### src/rtl/dual_timer_pkg.sv
`timescale 1ns/1ps
package dual_timer_pkg;

    localparam int NUM_TMR  = 2;
    localparam int CNT_W    = 8;

    // register indexes seen by the host
    localparam logic [7:0] IDX_PRE_T1 = 8'h02;
    localparam logic [7:0] IDX_PRE_T2 = 8'h03;
    localparam logic [7:0] IDX_CTRL   = 8'h04;

    // control byte bit positions
    localparam int CB_CLR     = 7;
    localparam int CB_MASK_T1 = 6;
    localparam int CB_MASK_T2 = 5;
    localparam int CB_GO_T2   = 1;
    localparam int CB_GO_T1   = 0;

    typedef struct packed {
        logic                 clr;
        logic [NUM_TMR-1:0]   mask;
        logic [NUM_TMR-1:0]   go;
    } ctrl_t;

    function automatic ctrl_t ctrl_decode(input logic [7:0] b);
        ctrl_t c;
        c.clr     = b[CB_CLR];
        c.mask[0] = b[CB_MASK_T1];
        c.mask[1] = b[CB_MASK_T2];
        c.go[0]   = b[CB_GO_T1];
        c.go[1]   = b[CB_GO_T2];
        return c;
    endfunction

    function automatic logic idx_is_valid(input logic [7:0] idx);
        return (idx == IDX_PRE_T1) || (idx == IDX_PRE_T2) || (idx == IDX_CTRL);
    endfunction

endpackage

### src/rtl/dual_timer_regs.sv
`timescale 1ns/1ps
module dual_timer_regs
    import dual_timer_pkg::*;
(
    input  logic                            clk,
    input  logic                            rst,
    input  logic                            addr_we,
    input  logic                            data_we,
    input  logic [7:0]                      wdata,
    output logic [7:0]                      idx_q,
    output logic [NUM_TMR-1:0][CNT_W-1:0]   preload,
    output logic [NUM_TMR-1:0]              run,
    output logic                            clr_flags
);

    ctrl_t               wr_ctrl;
    logic [NUM_TMR-1:0]  go_q;
    logic [NUM_TMR-1:0]  mask_q;
    logic                ctrl_hit;

    assign wr_ctrl   = ctrl_decode(wdata);
    assign ctrl_hit  = data_we && (idx_q == IDX_CTRL);
    assign clr_flags = ctrl_hit && wr_ctrl.clr;

    always_ff @(posedge clk) begin
        if (rst) begin
            idx_q <= '0;
        end else if (addr_we) begin
            idx_q <= wdata;
        end
    end

    // one preload register per timer, index = IDX_PRE_T1 + channel
    for (genvar i = 0; i < NUM_TMR; i++) begin : g_pre
        localparam logic [7:0] MY_IDX = IDX_PRE_T1 + 8'(i);
        always_ff @(posedge clk) begin
            if (rst) begin
                preload[i] <= '0;
            end else if (data_we && (idx_q == MY_IDX)) begin
                preload[i] <= wdata;
            end
        end
    end

    // a clear command leaves start and mask untouched
    always_ff @(posedge clk) begin
        if (rst) begin
            go_q   <= '0;
            mask_q <= '0;
        end else if (ctrl_hit && !wr_ctrl.clr) begin
            go_q   <= wr_ctrl.go;
            mask_q <= wr_ctrl.mask;
        end
    end

    assign run = go_q & ~mask_q;

endmodule

### src/rtl/dual_timer_chan.sv
`timescale 1ns/1ps
module dual_timer_chan
    import dual_timer_pkg::*;
#(
    parameter int PERIOD = 20000
) (
    input  logic              clk,
    input  logic              rst,
    input  logic              run,
    input  logic [CNT_W-1:0]  preload,
    input  logic              clr,
    output logic              flag
);

    localparam int PRES_W = (PERIOD > 1) ? $clog2(PERIOD) : 1;
    localparam logic [PRES_W-1:0] PRES_LAST = PRES_W'(PERIOD - 1);

    logic              run_q;
    logic [PRES_W-1:0] pres;
    logic [CNT_W-1:0]  cnt;
    logic              step;
    logic              ovf;

    assign step = run && run_q && (pres == PRES_LAST);
    assign ovf  = step && (cnt == {CNT_W{1'b1}});

    always_ff @(posedge clk) begin
        if (rst) begin
            run_q <= 1'b0;
            pres  <= '0;
            cnt   <= '0;
        end else begin
            run_q <= run;
            if (run && !run_q) begin
                cnt  <= preload;
                pres <= '0;
            end else if (run) begin
                if (step) begin
                    pres <= '0;
                    cnt  <= ovf ? preload : cnt + 1'b1;
                end else begin
                    pres <= pres + 1'b1;
                end
            end
        end
    end

    // overflow beats a clear on the same edge
    always_ff @(posedge clk) begin
        if (rst) begin
            flag <= 1'b0;
        end else if (ovf) begin
            flag <= 1'b1;
        end else if (clr) begin
            flag <= 1'b0;
        end
    end

endmodule

### src/rtl/dual_timer_top.sv
`timescale 1ns/1ps
module dual_timer_top
    import dual_timer_pkg::*;
#(
    parameter int         BASE_DIV = 20000,
    parameter int         T2_RATIO = 4,
    parameter logic [4:0] CHIP_ID  = 5'b00110
) (
    input  logic        clk,
    input  logic        rst,
    input  logic        addr_we,
    input  logic        data_we,
    input  logic [7:0]  wdata,
    output logic [7:0]  status,
    output logic        irq
);

    logic [7:0]                      idx_q;
    logic [NUM_TMR-1:0][CNT_W-1:0]   preload;
    logic [NUM_TMR-1:0]              run;
    logic                            clr_flags;
    logic [NUM_TMR-1:0]              flag;

    dual_timer_regs u_regs (
        .clk       (clk),
        .rst       (rst),
        .addr_we   (addr_we),
        .data_we   (data_we),
        .wdata     (wdata),
        .idx_q     (idx_q),
        .preload   (preload),
        .run       (run),
        .clr_flags (clr_flags)
    );

    for (genvar i = 0; i < NUM_TMR; i++) begin : g_chan
        localparam int PER = (i == 0) ? BASE_DIV : BASE_DIV * T2_RATIO;
        dual_timer_chan #(.PERIOD(PER)) u_chan (
            .clk     (clk),
            .rst     (rst),
            .run     (run[i]),
            .preload (preload[i]),
            .clr     (clr_flags),
            .flag    (flag[i])
        );
    end

    assign irq    = |flag;
    assign status = {irq, flag[0], flag[1], CHIP_ID};

endmodule

### config.mk
export PLATFORM = sky130hd
export DESIGN_NAME = dual_timer_top
export DESIGN_NICKNAME = d
export VERILOG_FILES = /design/src/rtl/dual_timer_pkg.sv /design/src/rtl/dual_timer_regs.sv /design/src/rtl/dual_timer_chan.sv /design/src/rtl/dual_timer_top.sv
export SDC_FILE = /design/constraint.sdc
export NUM_CORES = 1
export LEC_CHECK = 0
export BUFFER_PORTS_ARGS = -buffer_cell sky130_fd_sc_hd__buf_2
export CAP_MARGIN = 15
export CORE_ASPECT_RATIO = 1.75
export CORE_MARGIN = 3
export CORE_UTILIZATION = 65
export DETAILED_ROUTE_END_ITERATION = 6
export GPL_ROUTABILITY_DRIVEN = 0
export PLACE_DENSITY = 0.92
export SETUP_SLACK_MARGIN = 0.02
export SYNTH_ARGS = -nofsm -noshare
export SYNTH_HDL_FRONTEND = slang
export SYNTH_SLANG_ARGS = --single-unit
### constraint.sdc
create_clock -name clk -period 3.4 [get_ports clk]
set_input_delay 0.17 -clock clk [delete_from_list [all_inputs] [get_ports clk]]
set_output_delay 0.17 -clock clk [all_outputs]
set_load 0.005 [all_outputs]
# --- Word-level counts from Yosys, hierarchy flattened ---
# Index checks and enable logic that the tools add are counted.
# Widths: inputs -> output; s select.
op_classes:
  n_reduce_logical: 27
  n_eq_ne: 7
  bitwise_logic: 2
  n_lt_le_gt_ge: 0
  mul: 0
  div: 0
  muxes: 13
  addsub: 4
  shift: 0
ops:
  columns: ["op", "count"]
  rows:
  - ["$mux 8", 8]
  - ["$add 17x1->17 const B", 1]
  - ["$eq 17x17->1 const B", 1]
  - ["$mux 17", 1]
  - ["$add 8x1->8 const B", 2]
  - ["$eq 8x2->1 const B", 2]
  - ["$eq 8x8->1 const B", 2]
  - ["$add 15x1->15 const B", 1]
  - ["$eq 15x15->1 const B", 1]
  - ["$mux 15", 1]
  - ["$logic_and 1x1->1", 13]
  - ["$reduce_bool 2->1", 6]
  - ["$eq 8x3->1 const B", 1]
  - ["$reduce_or 2->1", 3]
  - ["$reduce_and 2->1", 2]
  - ["$logic_not 1->1", 3]
  - ["$mux 1", 3]
  - ["$and 2x2->2", 1]
  - ["$not 2->2", 1]
totals:
  ramBits: 0
  memories: 0
  word_cells: 66
  inputBits: 12
  regBits: 80
  rom_bits: 0
  latchBits: 0

# --- Logic depth before layout (Yosys ltp) ---
logic_depth:
  word_depth: 9
  mapped_depth: 8

# --- Cells and area by module ---
# A second synthesis with hierarchy kept.
hier_totals:
  hier_cells: 439
  hier_area_um2: 3950.0
modules_own_cells:
  columns: ["mod", "seq_area_each_um2", "instances", "cells_each", "area_each_um2"]
  rows:
  - ["dual_timer_chan at g_chan[1].u_chan", 540.5, 1, 167, 1418.9]
  - ["dual_timer_chan at g_chan[0].u_chan", 500.5, 1, 152, 1276.2]
  - ["dual_timer_regs", 560.5, 1, 111, 1196.1]
  - ["dual_timer_top", 0.0, 1, 9, 58.8]

# --- Least setup slack after synthesis ---
# Ideal clock, no wire load.
synth_path:
  kind: "reg-to-reg"
  start: "reg g_chan[1].u_chan.pres[0]"
  end: "reg g_chan[1].u_chan.cnt[5]"
  arrival_ns: 1.750
  path_slack_ns: 1.531
  setup_ns: 0.120
  synth_period_minus_slack_ns: 1.869
  required_time_ns: 3.280
  n_path_buf: 1
  stages_incl_launch_ff: 8
  cell_sequence: "dfxtp_1 > ha_1 > and4_1 > nand2_1 > or2_1 > clkbuf_1 > o211a_1 > a211o_1"
synth_via:
  elab_chain_len: 7
  word_cells_on_any_way: 9
  cone_classes: "eq/ne: 1; mux: 4; reduce/logical: 4"
synth_lines:
  columns: ["item", "line_no", "source"]
  rows:
  - ["start, declared", "dual_timer_chan.sv:19", "logic [PRES_W-1:0] pres;"]
  - ["start signal, assigned", "dual_timer_chan.sv:42", "pres <= pres + 1'b1;"]
  - ["$eq 17x17->1 (*)", "dual_timer_chan.sv:24", "assign step = run && run_q && (pres == PRES_LAST);"]
  - ["$logic_and 1x1->1 (*)", "dual_timer_chan.sv:24", null]
  - ["$logic_and 1x1->1", "dual_timer_chan.sv:25", "assign ovf = step && (cnt == {CNT_W{1'b1}});"]
  - ["$mux 8", "dual_timer_chan.sv:40", "cnt <= ovf ? preload : cnt + 1'b1;"]
  - ["$mux 8", "dual_timer_chan.sv:38", "if (step) begin"]
  - ["$mux 8", "dual_timer_chan.sv:37", "end else if (run) begin"]
  - ["$mux 8", "dual_timer_chan.sv:34", "if (run && !run_q) begin"]
  - ["end signal, assigned", "dual_timer_chan.sv:35", "cnt <= preload;"]
  - ["end signal, assigned", "dual_timer_chan.sv:40", null]
  - ["end, declared", "dual_timer_chan.sv:20", "logic [CNT_W-1:0] cnt;"]
# Every way passes the cells marked *; elsewhere a longest branch is shown, timed or not. The select of a mux whose other input is x is not followed.
# A chain may end at the register's enable or synchronous reset.

# --- Worst setup path in the final report ---
layout_path:
  start: "reg u_regs.idx_q[3]"
  end: "reg u_regs.preload[3] (netlist name)"
layout_via:
  elab_chain_len: 2
layout_lines:
  columns: ["item", "line_no", "source"]
  rows:
  - ["start, declared", "dual_timer_regs.sv:10", "output logic [7:0] idx_q,"]
  - ["start signal, assigned", "dual_timer_regs.sv:29", "idx_q <= wdata;"]
  - ["$eq 8x2->1", "dual_timer_regs.sv:39", "end else if (data_we && (idx_q == MY_IDX)) begin"]
  - ["$logic_and 1x1->1", "dual_timer_regs.sv:39", null]
  - ["end signal, assigned by index", "dual_timer_regs.sv:40", "preload[i] <= wdata;"]
  - ["end, declared", "dual_timer_regs.sv:11", "output logic [NUM_TMR-1:0][CNT_W-1:0] preload,"]
# Every way passes these cells.

==> results_dict.tcl <==
set metrics [dict create \
    status "completed" \
    synth_top_cell_area_share 0.4205 \
    clock-sinks 80 \
    p_comb_frac 0.036 \
    drtPass1Iterations 5 \
    h-tree-depth 3 \
    drtIter0Drc 296 \
    finClkSkew_ps 12.78 \
    period_minus_slack_ps 2352 \
    swShare 0.2316 \
    cts_resized 0 \
    fp.dieH_um 107.3 \
    cp-start-kind "register" \
    fp.dieArea_sq_um 6850 \
    power_density_nw_per_um2 415.5 \
    track_usage 0.2621 \
    synth-edff-count 0 \
    start_util 0.6764 \
    intPower_mw 1.296 \
    synth-main-ff-cell "dfxtp_1" \
    crit_required_ps 3620 \
    grt_overflow 0 \
    seq_power_share 0.565 \
    cap_violations 0 \
    rsz0062_at_grt "false" \
    tritoncts "built" \
    power_leakage_nw 1.527 \
    post-dp-hpwl_mm 5.976 \
    synth.distinct_cells 55 \
    post-route-worst-setup-slack_ps 1048 \
    p_clk_frac 0.399 \
    cts_max_path_buffers 2 \
    maxSlewHeadroom 0.2448 \
    drv_slew 0 \
    clk_pin_slew_ps 80 \
    ant_nets 0 \
    ys_seq_area_frac 0.4205 \
    rows 36 \
    critical_path_peak_fanout 8 \
    syn-cell-area_sq_um 3809 \
    fin_cells 519 \
    drc_errors 0 \
    fin_tns_setup_ps 0 \
    cts_buffers 9 \
    num_vias 3240 \
    max_freq_mhz 425.2 \
    grt_start_max_net_pins 47 \
    tightest_slew_ps 1130 \
    power.switching_mw 0.3906 \
    yosysTopAreaCell "dfxtp_1" \
    routed_wl_mm 8.556 \
    critical_path_class "reg2reg" \
    dp_slack_ps 1189 \
    grt_pass1_wl_mm 14.12 \
    worstHoldPathType "in2reg" \
    layout-drive-gt1-share 0.1041 \
    synth_commonest_cells "dfxtp_1 (80), nor2_1 (76), nand2_1 (31)" \
    hold_viol 0 \
    syn2layout_area_growth_pct 6.570 \
    period_share 0.6917 \
    arrival_ps 2570 \
    synth_area_leaders "dfxtp_1 (42%), nor2_1 (7.5%), mux2i_1 (7.4%)" \
    die_width_um 63.87 \
    ys.warnings.count 0 \
    setup_viol_count_final 0 \
    first_global_vias 3123 \
    synth_cells 432 \
    io_buffers 15 \
    async_flop_share 0 \
    insertion_delay_ps 360 \
    yosysMostFrequentCell "dfxtp_1" \
    via_per_inst 6.243 \
    wl_per_cell_um 16.49 \
    ys_seq_elements 80 \
    design.core.area_sq_um 5630 \
    cts_hold_repair.buffers 0 \
    crit_path_end_kind "register" \
    nNetsFinal 454 \
    cts_root_buf "clkbuf_8" \
    antenna_found_initial 1 \
    synth.avg_cell_area_sq_um 8.816 \
    io_pins 21 \
    placedCellCount 503 \
    irDropWorstVdd_uv 345.4 \
    cts_setup_buffers 0 \
]
registers in the layout, indices dropped and copies added, names as in the netlist:
name / count
u_regs.preload: 16
u_regs.mask_q: 2
g_chan.u_chan.cnt: 16
g_chan.u_chan.run_q: 2
u_regs.go_q: 2
g_chan.u_chan.pres: 32
g_chan.u_chan.flag: 2
u_regs.idx_q: 8
critical path: stages, from the launching register on:
cell      delay, ps
dfxtp_1         330
nor4_1          340
nand3b_1        220
nor4b_2         960
mux2i_1         300
nor2_1           60
path summary, 6_finish.rpt:
path | start | endpoint | slack (ps) | cells after the start
worst max register to register | u_regs.idx_q[3] | u_regs.preload[3] | 1050 | 5
worst min register to register | g_chan[1].u_chan.flag | g_chan[1].u_chan.flag | 470 | 2
worst min-delay path | wdata[4] | u_regs.preload[4] | 100 | 3
worst max-delay path | u_regs.idx_q[3] | u_regs.preload[3] | 1050 | 5
cells by family (layout without fill, tap and decap cells):
group,count (synthesis),count (layout),synth area share
simple gates,212,212,0.2897
flops,80,80,0.4205
compound gates,44,44,0.08574
xor+xnor,32,32,0.07359
mux,29,29,0.07654
buf+inv,29,36,0.03876
fa+ha+maj,4,4,0.01314
other cells,2,6,0.001972
metal layers:
layer	part of all wire	global-route usage	vias to the layer above
met5	0	0	-
met4	0.033	0.1453	0
met3	0.060	0.05852	28
met2	0.52	0.4678	149
met1	0.38	0.2782	1534
li1	-	-	1529
area by class of cell:
| cell class | instances | area [sq um] |
|---|---|---|
| clock buffer | 9 | 123.9 |
| fill | 394 | 1572 |
| sequential | 80 | 1602 |
| tap | 76 | 95.09 |
| inverter | 6 | 22.52 |
| timing repair buffer | 15 | 75.07 |
| multi-input combinational | 326 | 2077 |
| antenna | 1 | 2.502 |
| clock inverter | 6 | 61.31 |
power groups by stage:
| stage | combinational [mW] | sequential (mW) | clock [mW] |
|---|---|---|---|
| floorplan | 0.0443 | 0.971 | 0 |
| global route | 0.0656 | 0.953 | 0.712 |
| finish | 0.0602 | 0.953 | 0.674 |
| CTS | 0.0593 | 0.952 | 0.685 |
| global placement | 0.0569 | 0.973 | 0 |
| detailed placement | 0.0584 | 0.974 | 0 |
placed cells by master (no fill, tap or decap), types with 15 or more instances in the layout:
| master | synthesis | routed |
|---|---|---|
| buf_2 | 4 | 15 |
| nand2_1 | 31 | 31 |
| mux2i_1 | 28 | 28 |
| xnor2_1 | 17 | 17 |
| xor2_1 | 15 | 15 |
| dfxtp_1 | 80 | 80 |
| nor2_1 | 76 | 76 |
| nand3_1 | 19 | 19 |
metrics by stage:
stage	total power, mW	cell area, sq um	util	hold WS [ps]
after floorplan	1.015	3820	-	313.9
after global placement	1.030	3871	0.6876	441.8
after detailed placement	1.032	3871	0.6876	453.6
after CTS	1.696	4056	0.7204	98.35
after global routing	1.730	4059	0.7209	130.4
final	1.687	4059	0.7209	101.2
Power figures use the tool's default switching activity.
